**src/rtl/irq_prio_resolver.sv**
```systemverilog
module irq_prio_resolver #(
  parameter int N_IRQ  = 8,
  parameter int PRIO_W = 4,
  parameter int ID_W   = (N_IRQ > 1) ? $clog2(N_IRQ) : 1
) (
  input  logic              clk,
  input  logic              rst_n,
  input  logic [N_IRQ-1:0]  irq_req,
  input  logic [N_IRQ-1:0]  en_set,
  input  logic [N_IRQ-1:0]  en_clr,
  input  logic [N_IRQ-1:0]  pend_set,
  input  logic [N_IRQ-1:0]  pend_clr,
  input  logic              prio_we,
  input  logic [ID_W-1:0]   prio_idx,
  input  logic [PRIO_W-1:0] prio_wdata,
  input  logic              ctrl_we,
  input  logic [31:0]       ctrl_wdata,
  input  logic              accept,
  input  logic              done,
  input  logic [ID_W-1:0]   done_idx,
  output logic [N_IRQ-1:0]  enable,
  output logic [N_IRQ-1:0]  pending,
  output logic [N_IRQ-1:0]  active,
  output logic [2:0]        grouping,
  output logic              win_valid,
  output logic [ID_W-1:0]   win_id,
  output logic              take_ok
);

  localparam int GRP_LSB = 8;

  logic [PRIO_W-1:0] prio [N_IRQ];
  logic [N_IRQ-1:0]  cand;
  logic [PRIO_W-1:0] best;
  logic [2:0]        sub_bits;
  logic [PRIO_W-1:0] run_pre;
  logic              act_any;
  logic [N_IRQ-1:0]  acc_mask;
  logic [N_IRQ-1:0]  done_mask;

  assign cand     = pending & enable;
  assign sub_bits = (grouping > 3'd3) ? grouping - 3'd3 : 3'd0;
  assign act_any  = |active;

  always_comb begin
    win_valid = 1'b0;
    win_id    = '0;
    best      = '1;
    for (int i = 0; i < N_IRQ; i++) begin
      if (cand[i] && (!win_valid || prio[i] < best)) begin
        win_valid = 1'b1;
        win_id    = ID_W'(i);
        best      = prio[i];
      end
    end
  end

  always_comb begin
    run_pre = '1;
    for (int i = 0; i < N_IRQ; i++)
      if (active[i] && (prio[i] >> sub_bits) < run_pre)
        run_pre = prio[i] >> sub_bits;
  end

  assign take_ok   = win_valid && (!act_any || (best >> sub_bits) < run_pre);
  assign acc_mask  = (accept && take_ok) ? (N_IRQ'(1) << win_id) : '0;
  assign done_mask = done ? (N_IRQ'(1) << done_idx) : '0;

  always_ff @(posedge clk or negedge rst_n) begin
    if (!rst_n) begin
      enable   <= '0;
      pending  <= '0;
      active   <= '0;
      grouping <= '0;
      for (int i = 0; i < N_IRQ; i++) prio[i] <= '0;
    end else begin
      enable  <= (enable & ~en_clr) | en_set;
      pending <= (pending & ~pend_clr & ~acc_mask) | pend_set | irq_req;
      active  <= (active & ~done_mask) | acc_mask;
      if (ctrl_we) grouping <= ctrl_wdata[GRP_LSB+2:GRP_LSB];
      if (prio_we) prio[prio_idx] <= prio_wdata;
    end
  end

endmodule

```
**config.mk**
```make
export PLATFORM = sky130hd
export DESIGN_NAME = irq_prio_resolver
export DESIGN_NICKNAME = d
export VERILOG_FILES = /design/src/rtl/irq_prio_resolver.sv
export SDC_FILE = /design/constraint.sdc
export NUM_CORES = 1
export LEC_CHECK = 0
export ABC_AREA = 1
export CELL_PAD_IN_SITES_DETAIL_PLACEMENT = 2
export CELL_PAD_IN_SITES_GLOBAL_PLACEMENT = 2
export CORE_MARGIN = 5
export CORE_UTILIZATION = 27
export CTS_CLUSTER_DIAMETER = 200
export DETAILED_ROUTE_END_ITERATION = 6
export PLACE_DENSITY = 0.92
export SLEW_MARGIN = 5
export SYNTH_ARGS = -nofsm -noshare
export SYNTH_HDL_FRONTEND = slang
export SYNTH_SLANG_ARGS = --single-unit
```
**constraint.sdc**
```tcl
create_clock -name clk -period 11.1 [get_ports clk]
set_clock_uncertainty 0.1 [all_clocks]
set_input_delay 2.22 -clock clk [delete_from_list [all_inputs] [get_ports clk]]
set_output_delay 2.22 -clock clk [all_outputs]
set_load 0.005 [all_outputs]
```
==> impl_metrics.yaml, run 1 <==
outcome:
  status: "finished with violations"
  violations: "negative setup slack"
yosys:
  ys_warn_count: 0
  synth_fp_nets: 949
  netlist_instances: 822
  synth-seq-cells: 59
  syn_area_um2: 5210
  netlist-cell-type-count: 35
  yosysSeqAreaShare_pct: 28.3
  synth_area_per_cell_um2: 6.34
sta:
  fmax_mhz: 81.0
  relSlewSlack_pct: 40.5
  final.min_clock_period_ps: 12350
  hold_violations: 0
  setup_ws_ps: -1250
  grt_setup_unrepaired: "yes"
  setup_tns_ps: -2330
  setup_viol: 4
  maxSlewViolCount: 0
  fin_crit_sh_pct: 111
  worst_pin_slew_ps: 893
detailed_routing:
  wl_mm: 44.5
  ant_nets: 0
  wl_per_cell_um: 33.8
  post-route-drc-count: 0
  drt_pre_antenna_iters: 5
  first_iter_violations: 789
  vias: 7787
  viasPerCell: 5.90
layout:
  area_delta_synth_final_pct: 73.9
  layout-drive-gt1-share_pct: 36.0
  fillCellCount: 2105
  fin_util_pct: 48.1
  multi_input_area_um2: 4500
  nets: 1178
  layoutNonFillerInstCount: 1319
  seq_area_um2: 1480
place:
  dp_cells: 1231
  dp_hpwl_mm: 19.8
  numPortBuffers: 90
  place_congestion: 0.843
cts:
  cts_htree_levels: 3
  clk_path_buf_depth: 2
  cts-root-buf: "clkbuf_16"
  cts_tree: "built"
  cts-hold-fix-buffers: 0
  clkTransAtPathRegs_ps: 60
  clk_latency_ps: 380
  cts_buffers: 9
  cts.sinks: 59
critical_path:
  crit_top_cell: "nand2_2"
  arrival_ps: 10030
  critPathSlowestCell: "dfrtp_1"
  startpoint: "grouping[0]"
  max_stage_delay_ps: 440
  critPathBufInv: 12
  path_class: "reg -> out"
  critPathLaunchType: "register"
  worstReg2RegStart: "grouping[0]"
  path_max_fanout: 7
  crit_family: "simple AND/OR/NAND/NOR gates"
  end_kind: "output port"
  required_ps: 8780
global_routing:
  grt_pass1_vias: 8519
  grtUsageTotal_pct: 34.3
  grt_overflow: 0
  grt_max_degree: 60
  grt_pass1_wl_mm: 56.7
  antenna_found_initial: 5
die:
  core_area_um2: 18800
  rows: 50
  dieHeight_um: 149
  dieArea_um2: 22200
  io_pins: 120
  die_w_um: 149
  start_util_pct: 27.7
min_path:
  min_from: "prio[24]"
  hp-class: "reg -> reg"
pwr:
  leakage_nw: 4.38
  power_density_nw_per_um2: 395
  ir_worst_vdd_mv: 0.145
run:
  drv_cap: 0
through the flow:
step           area [µm²]  hold slack [ps]  worst slack [ps]  total power [mW]
2_1_floorplan        5210              353               557              1.12
3_3_place_gp         6920              366              -750              1.62
3_5_place_dp         6920              385             -2120              1.79
4_1_cts              8050              438              -492              2.63
5_1_grt              9060              510             -1390              3.65
6_report             9060              473             -1250              3.58
state kept, by name (all words and copies together) (netlist names):
register / cells
active: 8
enable: 8
grouping: 3
pending: 8
prio: 32
tightest hold or removal path, cell delays in order (launching register included):
cell     delay, ps
dfrtp_1        380
nand2_1         80
o21ai_0         70
cell usage in the layout, fill, tap and decap left out, types with 6 or more instances in the layout:
master	n
o21ai_4	18
o21bai_1	11
inv_1	104
nor2_1	60
o22ai_1	9
nand2_4	46
o21ai_0	55
inv_2	8
a21oi_2	6
clkbuf_16	9
buf_4	121
nand2_1	192
nand2_2	60
dfrtp_1	59
ha_1	13
nand4_1	9
ha_4	23
o21ai_2	13
buf_6	19
nand3_1	49
nor2_4	12
clkdlybuf4s50_1	85
final cells by class:
| type | count | share of cell area, % |
|---|---|---|
| antenna | 3 | 0.0828 |
| clock buffer | 12 | 2.83 |
| clock inverter | 4 | 0.276 |
| inverter | 117 | 4.98 |
| multi-input combinational | 634 | 49.6 |
| sequential | 59 | 16.3 |
| tap | 260 | 3.59 |
| timing repair buffer | 230 | 22.3 |
metal layers:
layer | GRT usage (%) | part of all wire [%]
met1 | 39.9 | 39
met4 | 16.4 | 4.8
met5 | 0 | 0.10
met2 | 59.3 | 47
met3 | 8.23 | 8.9
synthesized netlist by cell type (all sizes together):
cell    count  area, µm²
nor4        1       6.26
buf         3       15.0
a21oi      10       53.8
mux2i       1       10.0
nand3      54        270
o32a        1       10.0
a31oi       4       25.0
o32ai       2       17.5
clkinv      1       3.75
o21bai     11       82.6
nand4       9       56.3
inv       116        435
nand3b      4       30.0
a21boi      1       7.51
a32oi       1       8.76
o21ai      91        455
mux2        1       11.3
nor3        5       25.0
dfrtp      59       1480
or2         1       6.26
nor2       77        307
o22ai      12       75.1
nand2     303       1260
o21a        2       15.0
and2        3       18.8
ha         39        488
clkbuf      9       33.8
a211oi      1       7.51
path summary, 6_finish.rpt:
path / to / slack (ps) / cells after the start
max: take_ok / -1250 / 70
min: prio[24] / 470 / 2
max reg2reg: pending[2] / 690 / 73
min reg2reg: prio[24] / 470 / 2
max in group asynchronous: prio[23] / 8360 / 2
min in group asynchronous: pending[1] / 1970 / 2
logic make-up (layout without fill, tap and decap cells):
group,Yosys count,after routing,synth area share [%]
AO/OA/AOI/OAI,136,136,14.5
adder cells (fa/ha/maj),39,39,9.36
buffers and inverters,129,363,9.36
flip-flops,59,59,28.3
multiplexers,2,2,0.408
other,0,3,0
AND/OR/NAND/NOR,457,457,38.0
report_power, final:
| group | total (mW) | switching [mW] | internal [mW] |
|---|---|---|---|
| Clock | 0.309 | 0.146 | 0.164 |
| Sequential | 0.351 | 0.0958 | 0.255 |
| Combinational | 2.92 | 1.73 | 1.19 |
what timing repair did:
action / in CTS / in global routing
endpoints found under the hold margin: 0 / 0
buffers inserted: 29 / 41
gates resized for setup: 181 / 157
setup endpoints to repair: 20 / 4
gates cloned: 0 / 0
pin swaps: 72 / 116
Note: power is estimated with default switching activity, not from simulation.
==> run 2, diff against run 1 <==
Settings changed: GPL_TIMING_DRIVEN from default to 0.
==> run 2 against run 1 <==
The flow still finishes with violations (negative setup slack). Sequential cell count stayed put. Die area stayed put. Register-to-register slack worse by 280 ps. Highest routed layer unchanged. Sequential power is 1% higher.
==> impl_metrics.yaml, run 2 (synthesis gave the netlist of run 1 again) <==
sta:
  fin_crit_sh_pct: 111
  hold_violations: 0
  relSlewSlack_pct: 35.0
  fmax_mhz: 81.2
  setup_viol: 4
  grt_setup_unrepaired: "yes"
  final.min_clock_period_ps: 12310
  maxSlewViolCount: 0
  setup_ws_ps: -1210
  worst_pin_slew_ps: 975
critical_path:
  critPathSlowestCell: "dfrtp_2"
  worstReg2RegEnd: "pending[6]"
  end_kind: "output port"
  required_ps: 8780
  crit_top_cell: "nand2_1"
  path_class: "reg -> out"
  regToRegSetupSlack_ps: 410
  arrival_ps: 9990
  max_stage_delay_ps: 450
  startpoint: "enable[0]"
  path_max_fanout: 8
  critPathLaunchType: "register"
  rr_worst_depth: 78
  worstReg2RegStart: "enable[0]"
place:
  place_congestion: 0.829
  pre_cts_slack_ps: -1940
  numPortBuffers: 89
  dp_cells: 1171
  dp_hpwl_mm: 18.0
  place_area_um2: 6420
layout:
  final_cell_area_um2: 8550
  fillCellCount: 2085
  mostFrequentLayoutCells: "nand2_1 (205), inv_1 (105), clkdlybuf4s50_1 (84), buf_4 (77), nand2_2 (63)"
  top_register: "prio"
  layout-drive-gt1-share_pct: 32.1
  fin_util_pct: 45.4
  largest_reg_flops: 32
  antenna_cells: 0
  final_common_cell: "nand2_1"
  seq_area_um2: 1480
  multi_input_area_um2: 4370
  area_delta_synth_final_pct: 64.1
  nets: 1134
  layoutNonFillerInstCount: 1272
detailed_routing:
  first_iter_violations: 787
  post-route-drc-count: 0
  vias: 7784
  ant_nets: 0
  wl_per_cell_um: 34.5
  viasPerCell: 6.12
  drt_pre_antenna_iters: 5
  wl_mm: 43.9
global_routing:
  use_met3_pct: 7.93
  grt_util_met1_pct: 35.9
  grt_pass1_wl_mm: 53.5
  antenna_found_initial: 1
  met2_usage_pct: 55.8
  grt.busiest_layer: "met2"
  grt_pass1_vias: 8348
  grt_overflow: 0
  grtUsageTotal_pct: 32.1
  grt_max_degree: 60
pwr:
  p_switching_mw: 1.84
  swShare_pct: 56.2
  p_comb_share_pct: 79.1
  p_int_mw: 1.43
  leakage_nw: 4.13
  seqPwrFrac_pct: 10.9
  clkPwrFrac_pct: 10.1
  ir_worst_vdd_mv: 0.159
  power_density_nw_per_um2: 382
min_path:
  hp-class: "reg -> reg"
  min_to: "prio[12]"
  min_from: "prio[12]"
  min_delay_path_depth: 2
die:
  dieArea_um2: 22200
  dieHeight_um: 149
  io_pins: 120
  core_area_um2: 18800
  die_w_um: 149
  rows: 50
  start_util_pct: 27.7
run:
  drv_cap: 0
cts:
  cts.sinks: 59
  cts-root-buf: "clkbuf_16"
  cts_htree_levels: 3
  clk_latency_ps: 380
  cts_tree: "built"
  cts_buffers: 9
  clk_path_buf_depth: 2
  cts-hold-fix-buffers: 0
  clkTransAtPathRegs_ps: 70
outcome:
  status: "finished with violations"
  violations: "negative setup slack"
==> run 2: cell type report <==
class / count / share of cell area (%)
plain buffers: 12 / 0.907
clock buffers: 11 / 2.84
clock inverters: 5 / 0.614
inverters: 117 / 5.31
multi-input cells: 634 / 51.0
flip-flops and latches: 59 / 17.3
well taps: 260 / 3.80
repair buffers: 174 / 18.2
==> run 2: metrics by stage <==
step	hold WS, ps	TNS, ps	power, mW
after floorplan	353	0	1.12
after global placement	366	-1460	1.45
after detailed placement	398	-2220	1.56
after CTS	422	-170	2.33
after global routing	516	-3500	3.33
final	474	-3220	3.27
==> run 2: repair_timing <==
action,CTS,global route
resized for setup,162,143
hold endpoints to repair,0,0
pin swaps,74,91
setup buffers,53,33
setup endpoints to repair,20,4
==> run 2: worst max path at each step <==
stage,slack (ps),cells past startpoint,to
after global routing,-1290,74,take_ok
final,-1210,75,take_ok
after CTS,-170,63,take_ok
after global placement,-1460,52,take_ok
after floorplan,560,56,take_ok
after detailed placement,-1940,52,take_ok
==> run 2: critical path, delay by kind of cell (launching register included) <==
family | cells | cell delay (ps)
and+or+nand+nor | 52 | 5430
adders and majority gates | 8 | 2300
AOI/OAI and AO/OA | 8 | 850
buffers and inverters | 7 | 560
DFF | 1 | 450
==> run 2: metal layers <==
metal	wire length (µm)	vias to the layer above	share of wire (%)
met1	17200	3932	39
met5	7	-	0.016
li1	-	3018	-
met4	2850	2	6.5
met3	3640	206	8.3
met2	20200	626	46
==> run 2: power by group through the flow <==
stage	clock network (mW)	registers, mW	logic, mW
CTS	0.300	0.328	1.70
finish	0.329	0.355	2.58
global placement	0	0.317	1.13
global route	0.332	0.350	2.64
floorplan	0	0.295	0.825
detailed placement	0	0.324	1.23
